File: config.mk
export PLATFORM = sky130hd
export DESIGN_NAME = biasVecGen
export DESIGN_NICKNAME = d
export VERILOG_FILES = /design/src/rtl/biasvec_pkg.sv /design/src/rtl/biasvec_bias.sv /design/src/rtl/biasvec_dp.sv /design/src/rtl/biasvec_ctl.sv /design/src/rtl/biasVecGen.sv
export SDC_FILE = /design/constraint.sdc
export NUM_CORES = 1
export LEC_CHECK = 0
export BUFFER_PORTS_ARGS = -buffer_cell sky130_fd_sc_hd__buf_2
export CAP_MARGIN = 20
export CORE_MARGIN = 2
export CORE_UTILIZATION = 48
export CTS_CLUSTER_SIZE = 14
export DETAILED_ROUTE_END_ITERATION = 6
export PLACE_DENSITY = 0.8
export SLEW_MARGIN = 15
export SYNTH_ARGS = -nofsm -noshare
export SYNTH_HDL_FRONTEND = slang
export SYNTH_SLANG_ARGS = --single-unit
File: constraint.sdc
create_clock -name clk -period 3.5 [get_ports clk]
set_input_delay 0.525 -clock clk [delete_from_list [all_inputs] [get_ports clk]]
set_output_delay 0.525 -clock clk [all_outputs]
set_load 0.01 [all_outputs]
File: src/rtl/biasvec_pkg.sv
package biasvec_pkg;

  typedef enum logic [1:0] {
    ST_IDLE = 2'd0,
    ST_LOAD = 2'd1,
    ST_RUN  = 2'd2,
    ST_DONE = 2'd3
  } seqState_t;

  typedef struct packed {
    logic load;
    logic step;
  } ctlStrobe_t;

  localparam logic [1:0] CUBE_AND = 2'b00;
  localparam logic [1:0] CUBE_OR  = 2'b01;

endpackage

File: src/rtl/biasvec_bias.sv
module biasvec_bias #(
  parameter int NUM_IN = 4,
  parameter int COMB_W = 3
) (
  input  logic [NUM_IN*COMB_W-1:0] usedBits,
  input  logic [2*NUM_IN-1:0]      cubeCfg,
  output logic [NUM_IN-1:0]        vecBits
);
  import biasvec_pkg::*;

  for (genvar gi = 0; gi < NUM_IN; gi++) begin : g_in
    logic [COMB_W-1:0] grp;
    logic [1:0]        code;
    assign grp  = usedBits[gi*COMB_W +: COMB_W];
    assign code = cubeCfg[2*gi +: 2];
    always_comb begin
      case (code)
        CUBE_AND: vecBits[gi] = &grp;
        CUBE_OR:  vecBits[gi] = |grp;
        default:  vecBits[gi] = grp[0];
      endcase
    end
  end

endmodule

File: src/rtl/biasvec_dp.sv
module biasvec_dp #(
  parameter int NUM_IN    = 4,
  parameter int SLICE_W   = 4,
  parameter int COMB_W    = 3,
  parameter int NUM_SEEDS = 3,
  parameter logic [NUM_IN*SLICE_W-1:0] TAP_MASK  = 16'hB400,
  parameter logic [NUM_IN*SLICE_W-1:0] ZERO_SEED = 16'hACE1,
  localparam int LFSR_W = NUM_IN * SLICE_W,
  localparam int SEL_W  = (NUM_SEEDS > 1) ? $clog2(NUM_SEEDS) : 1
) (
  input  logic                        clk,
  input  logic                        rst_n,
  input  biasvec_pkg::ctlStrobe_t     strb,
  input  logic [SEL_W-1:0]            seedSel,
  input  logic [NUM_SEEDS*LFSR_W-1:0] seedTable,
  input  logic [2*NUM_IN-1:0]         cubeCfg,
  output logic [NUM_IN-1:0]           vecBits
);

  logic [LFSR_W-1:0]        lfsr;
  logic [LFSR_W-1:0]        rawSeed;
  logic [LFSR_W-1:0]        fixSeed;
  logic                     feedback;
  logic [NUM_IN*COMB_W-1:0] usedBits;

  assign rawSeed  = seedTable[int'(seedSel)*LFSR_W +: LFSR_W];
  assign fixSeed  = (rawSeed == '0) ? ZERO_SEED : rawSeed;
  assign feedback = ^(lfsr & TAP_MASK);

  always_ff @(posedge clk) begin
    if (!rst_n)          lfsr <= ZERO_SEED;
    else if (strb.load)  lfsr <= fixSeed;
    else if (strb.step)  lfsr <= {lfsr[LFSR_W-2:0], feedback};
  end

  for (genvar gi = 0; gi < NUM_IN; gi++) begin : g_pick
    assign usedBits[gi*COMB_W +: COMB_W] = lfsr[gi*SLICE_W +: COMB_W];
  end

  biasvec_bias #(.NUM_IN(NUM_IN), .COMB_W(COMB_W)) i_bias (
    .usedBits(usedBits),
    .cubeCfg (cubeCfg),
    .vecBits (vecBits)
  );

  assert_seed_nonzero_R5: assert property (@(posedge clk) disable iff (!rst_n)
    strb.load |=> (lfsr != '0));

endmodule

File: src/rtl/biasvec_ctl.sv
module biasvec_ctl #(
  parameter int SEQ_LEN   = 8,
  parameter int NUM_SEEDS = 3,
  localparam int CNT_W = (SEQ_LEN > 1) ? $clog2(SEQ_LEN) : 1,
  localparam int SEL_W = (NUM_SEEDS > 1) ? $clog2(NUM_SEEDS) : 1
) (
  input  logic                    clk,
  input  logic                    rst_n,
  input  logic                    start,
  output biasvec_pkg::ctlStrobe_t strb,
  output logic [SEL_W-1:0]        seedSel,
  output logic                    initReq,
  output logic                    vecValid,
  output logic                    seqDone,
  output logic                    allDone
);
  import biasvec_pkg::*;

  seqState_t        state;
  logic [CNT_W-1:0] cnt;
  logic [SEL_W-1:0] seedIdx;
  logic             lastVec;
  logic             lastSeed;

  assign lastVec  = (cnt == CNT_W'(SEQ_LEN - 1));
  assign lastSeed = (seedIdx == SEL_W'(NUM_SEEDS - 1));

  always_ff @(posedge clk) begin
    if (!rst_n) begin
      state   <= ST_IDLE;
      cnt     <= '0;
      seedIdx <= '0;
    end else begin
      case (state)
        ST_IDLE, ST_DONE: begin
          if (start) begin
            state   <= ST_LOAD;
            seedIdx <= '0;
            cnt     <= '0;
          end
        end
        ST_LOAD: begin
          state <= ST_RUN;
          cnt   <= '0;
        end
        ST_RUN: begin
          if (lastVec) begin
            cnt <= '0;
            if (lastSeed) begin
              state <= ST_DONE;
            end else begin
              state   <= ST_LOAD;
              seedIdx <= seedIdx + 1'b1;
            end
          end else begin
            cnt <= cnt + 1'b1;
          end
        end
        default: state <= ST_IDLE;
      endcase
    end
  end

  always_comb begin
    strb.load = (state == ST_LOAD);
    strb.step = (state == ST_RUN);
  end

  assign seedSel  = seedIdx;
  assign initReq  = (state == ST_LOAD);
  assign vecValid = (state == ST_RUN);
  assign seqDone  = (state == ST_RUN) && lastVec;
  assign allDone  = (state == ST_DONE);

  assert_init_then_valid_R2: assert property (@(posedge clk) disable iff (!rst_n)
    initReq |=> vecValid);
  assert_valid_runs_R2: assert property (@(posedge clk) disable iff (!rst_n)
    (vecValid && !seqDone) |=> vecValid);
  assert_exclusive_R2: assert property (@(posedge clk) disable iff (!rst_n)
    $onehot0({initReq, vecValid, allDone}));
  assert_done_in_valid_R3: assert property (@(posedge clk) disable iff (!rst_n)
    seqDone |-> vecValid);
  assert_done_pulse_R3: assert property (@(posedge clk) disable iff (!rst_n)
    seqDone |=> !seqDone);
  assert_after_done_R9: assert property (@(posedge clk) disable iff (!rst_n)
    seqDone |=> (initReq || allDone));
  assert_all_sticky_R10: assert property (@(posedge clk) disable iff (!rst_n)
    (allDone && !start) |=> allDone);

endmodule

File: src/rtl/biasVecGen.sv
module biasVecGen #(
  parameter int NUM_IN    = 4,
  parameter int SLICE_W   = 4,
  parameter int COMB_W    = 3,
  parameter int SEQ_LEN   = 8,
  parameter int NUM_SEEDS = 3,
  parameter logic [NUM_IN*SLICE_W-1:0] TAP_MASK  = 16'hB400,
  parameter logic [NUM_IN*SLICE_W-1:0] ZERO_SEED = 16'hACE1,
  localparam int LFSR_W = NUM_IN * SLICE_W,
  localparam int SEL_W  = (NUM_SEEDS > 1) ? $clog2(NUM_SEEDS) : 1
) (
  input  logic                        clk,
  input  logic                        rst_n,
  input  logic                        start,
  input  logic [NUM_SEEDS*LFSR_W-1:0] seedTable,
  input  logic [2*NUM_IN-1:0]         cubeCfg,
  output logic [NUM_IN-1:0]           vecOut,
  output logic                        vecValid,
  output logic                        initReq,
  output logic                        seqDone,
  output logic                        allDone
);

  biasvec_pkg::ctlStrobe_t strb;
  logic [SEL_W-1:0]        seedSel;

  biasvec_ctl #(.SEQ_LEN(SEQ_LEN), .NUM_SEEDS(NUM_SEEDS)) i_ctl (
    .clk     (clk),
    .rst_n   (rst_n),
    .start   (start),
    .strb    (strb),
    .seedSel (seedSel),
    .initReq (initReq),
    .vecValid(vecValid),
    .seqDone (seqDone),
    .allDone (allDone)
  );

  biasvec_dp #(
    .NUM_IN(NUM_IN), .SLICE_W(SLICE_W), .COMB_W(COMB_W),
    .NUM_SEEDS(NUM_SEEDS), .TAP_MASK(TAP_MASK), .ZERO_SEED(ZERO_SEED)
  ) i_dp (
    .clk      (clk),
    .rst_n    (rst_n),
    .strb     (strb),
    .seedSel  (seedSel),
    .seedTable(seedTable),
    .cubeCfg  (cubeCfg),
    .vecBits  (vecOut)
  );

endmodule

==> impl_metrics.json <==
{
  "core.rowCount": 21,
  "first_global_vias": 1568,
  "start_util_pct": 50.7,
  "wl_mm": 3.93,
  "leakagePower_nw": 0.920,
  "worst_hold_slack_ps": 485,
  "diodes": 0,
  "synth_ff_type": "dfxtp_1",
  "placedCellCount": 313,
  "cts.sinks": 23,
  "worstHoldStart": "i_ctl.cnt[2]",
  "ys_seq_elements": 23,
  "grt_antenna_before_repair": 0,
  "critPathCaptureType": "register",
  "grtUsageTotal_pct": 20.1,
  "layout.nets": 340,
  "synth_nets": 281,
  "avgRoutedWirePerCell_um": 12.4,
  "start_kind": "register",
  "synth_edf_count": 0,
  "synthTopCellsByCount": "23 x dfxtp_1, 21 x nor2b_1, 17 x nand2_1, 17 x nor2_1",
  "rsz0062_at_grt": "false",
  "netlist_top_cells_area": "dfxtp_1 27%, mux2i_1 9.4%, a2bb2oi_1 8.2%, nor2b_1 7.7%, ha_1 6.6%",
  "synth_seq_area_share_pct": 27.0,
  "r2r_setup_slack_ps": 960,
  "maxSlewViolCount": 0,
  "synthArstFlopShare_pct": 0,
  "finClkSkew_ps": 5.44,
  "gp_congestion": 0.809,
  "cts_resized": 0,
  "finalSetupViolCount": 0,
  "worstMarginPinSlew_ps": 957,
  "die-area_um2": 4050,
  "max_freq_ghz": 0.394,
  "dp_hpwl_mm": 3.08,
  "period_needed_ps": 2540,
  "clockBufferDepth": 2,
  "cts.htree.levels": 1,
  "rr_endpoint": "i_dp.lfsr[6]",
  "vdd_drop_max_mv": 0.342,
  "synthCells": 213,
  "cp.arrival_ps": 2770,
  "drt_iter0_drc": 113,
  "grt_max_degree": 35,
  "fin_cells": 317,
  "cts_setup_buffers": 0,
  "dr.pass1.iters": 6,
  "whs_endpoint": "i_ctl.cnt[2]",
  "final-hold-violation-count": 0,
  "r2r-start": "i_ctl.seedSel[0]",
  "hold_depth": 2,
  "worstPathRequired_ps": 3730,
  "crit_fanout": 20,
  "yosysWarnings": 0,
  "io_pins": 67,
  "clk_pin_slew_worst_paths_ps": 130,
  "overflow": 0,
  "fin_setup_tns_ps": 0,
  "netlist_area_um2": 1710,
  "cts_buffers": 3,
  "crit_type": "reg -> reg",
  "synth_cell_types": 30,
  "die_y_um": 63.6,
  "maxCapViolCount": 0,
  "final_core_util_pct": 61.8,
  "cts_hold_buffers": 0,
  "vias": 1767,
  "syn_avg_cell_area_um2": 8.01,
  "cts_tree": "done",
  "reg2reg_depth": 7,
  "ant_nets": 0,
  "drive_above_1_share_pct": 27.7,
  "syn2layout_area_growth_pct": 21.8,
  "status": "complete, no violations",
  "fin_crit_sh_pct": 72.5,
  "dieWidth_um": 63.6,
  "grt_pass1_wl_mm": 6.65,
  "clk-insertion-delay-late_ps": 310,
  "cts-root-buf": "clkbuf_4",
  "max-slew-margin-rel_pct": 36.2,
  "hold_path.class": "reg -> reg",
  "yosysMostFrequentCell": "dfxtp_1",
  "io_buffers": 66,
  "post-route-drc-count": 0,
  "core_area_um2": 3360,
  "synth_top_area_share_pct": 27.0,
  "vias_per_cell": 5.57,
  "synth_top_area_cell": "dfxtp_1",
  "pwr_density_cell_nw_per_um2": 443
}
[registers in the layout (all words and copies together) (netlist names)]
register,cells
i_ctl.state,2
i_ctl.seedSel,2
i_dp.lfsr,16
i_ctl.cnt,3
[worst max path at each step]
stage | startpoint | cells after the start | to | slack, ps
3_5_place_dp | i_ctl.seedSel[0] | 7 | i_dp.lfsr[6] | 1040
4_1_cts | i_ctl.seedSel[0] | 7 | i_dp.lfsr[6] | 1010
6_report | i_ctl.seedSel[0] | 7 | i_dp.lfsr[6] | 960
5_1_grt | i_ctl.seedSel[0] | 7 | i_dp.lfsr[6] | 760
2_1_floorplan | i_ctl.seedSel[0] | 7 | i_dp.lfsr[10] | 1540
3_3_place_gp | i_ctl.seedSel[0] | 7 | i_dp.lfsr[6] | 1040
[metrics by stage]
step | area (um^2) | worst slack [ps] | power [mW]
6_report | 2080 | 963 | 0.921
5_1_grt | 2080 | 757 | 1.00
4_1_cts | 2080 | 1010 | 0.929
3_5_place_dp | 2050 | 1040 | 0.802
3_3_place_gp | 2050 | 1040 | 0.792
2_1_floorplan | 1710 | 1540 | 0.686
[placed cells by master, fill, tap and decap left out, drive strengths merged]
cell type,instances
buf,69
dfxtp,23
nor2b,21
nor2,17
nand2,17
mux2i,16
a2bb2oi,16
a21oi,14
nor3,9
ha,9
inv,8
a211oi,8
o21ai,6
o22ai,5
nand4,4
o211ai,4
o311ai,4
o22a,3
a22oi,3
clkbuf,3
xnor2,2
nand2b,2
and2,1
o41ai,1
o211a,1
a21o,1
o31ai,1
nand3,1
a21boi,1
clkinv,1
[final cells by class]
| cell class | instances | area (um^2) |
|---|---|---|
| inverters | 8 | 30.0 |
| clock buffers | 3 | 22.5 |
| well taps | 46 | 57.6 |
| fillers | 342 | 1280 |
| repair buffers | 69 | 353 |
| multi-input cells | 167 | 1150 |
| clock inverters | 1 | 5.00 |
| flip-flops and latches | 23 | 460 |
[critical path, stage by stage (launching register included)]
cell and delay, ps:
dfxtp_1 370, buf_4 300, mux2i_1 230, a2bb2oi_1 350, nand4_1 200, o41ai_4 590, nor2b_1 150, o311ai_1 270
[kinds of logic (layout without fill, tap and decap cells)]
group                      Yosys count  after routing  share of synthesized area, %
and+or+nand+nor                     72             72                          20.7
AOI/OAI and AO/OA                   68             68                          29.6
DFF                                 23             23                          27.0
buffers and inverters               23             81                          5.72
muxes                               16             16                          9.38
adders and majority gates            9              9                          6.60
xor gates and xnor gates             2              2                          1.03
[power by group]
| part | switching (mW) | internal (mW) |
|---|---|---|
| combinational | 0.231 | 0.195 |
| clock | 0.0817 | 0.0427 |
| sequential | 0.0536 | 0.318 |
[metal layers]
| metal | global-route usage (%) | vias to the layer above | share of wire [%] |
|---|---|---|---|
| li1 | - | 900 | - |
| met1 | 26.6 | 822 | 45 |
| met2 | 33.9 | 45 | 49 |
| met3 | 4.11 | 0 | 5.2 |
| met4 | 3.53 | 0 | 0 |
| met5 | 0 | - | 0 |
Note: power is estimated with default switching activity, not from simulation.
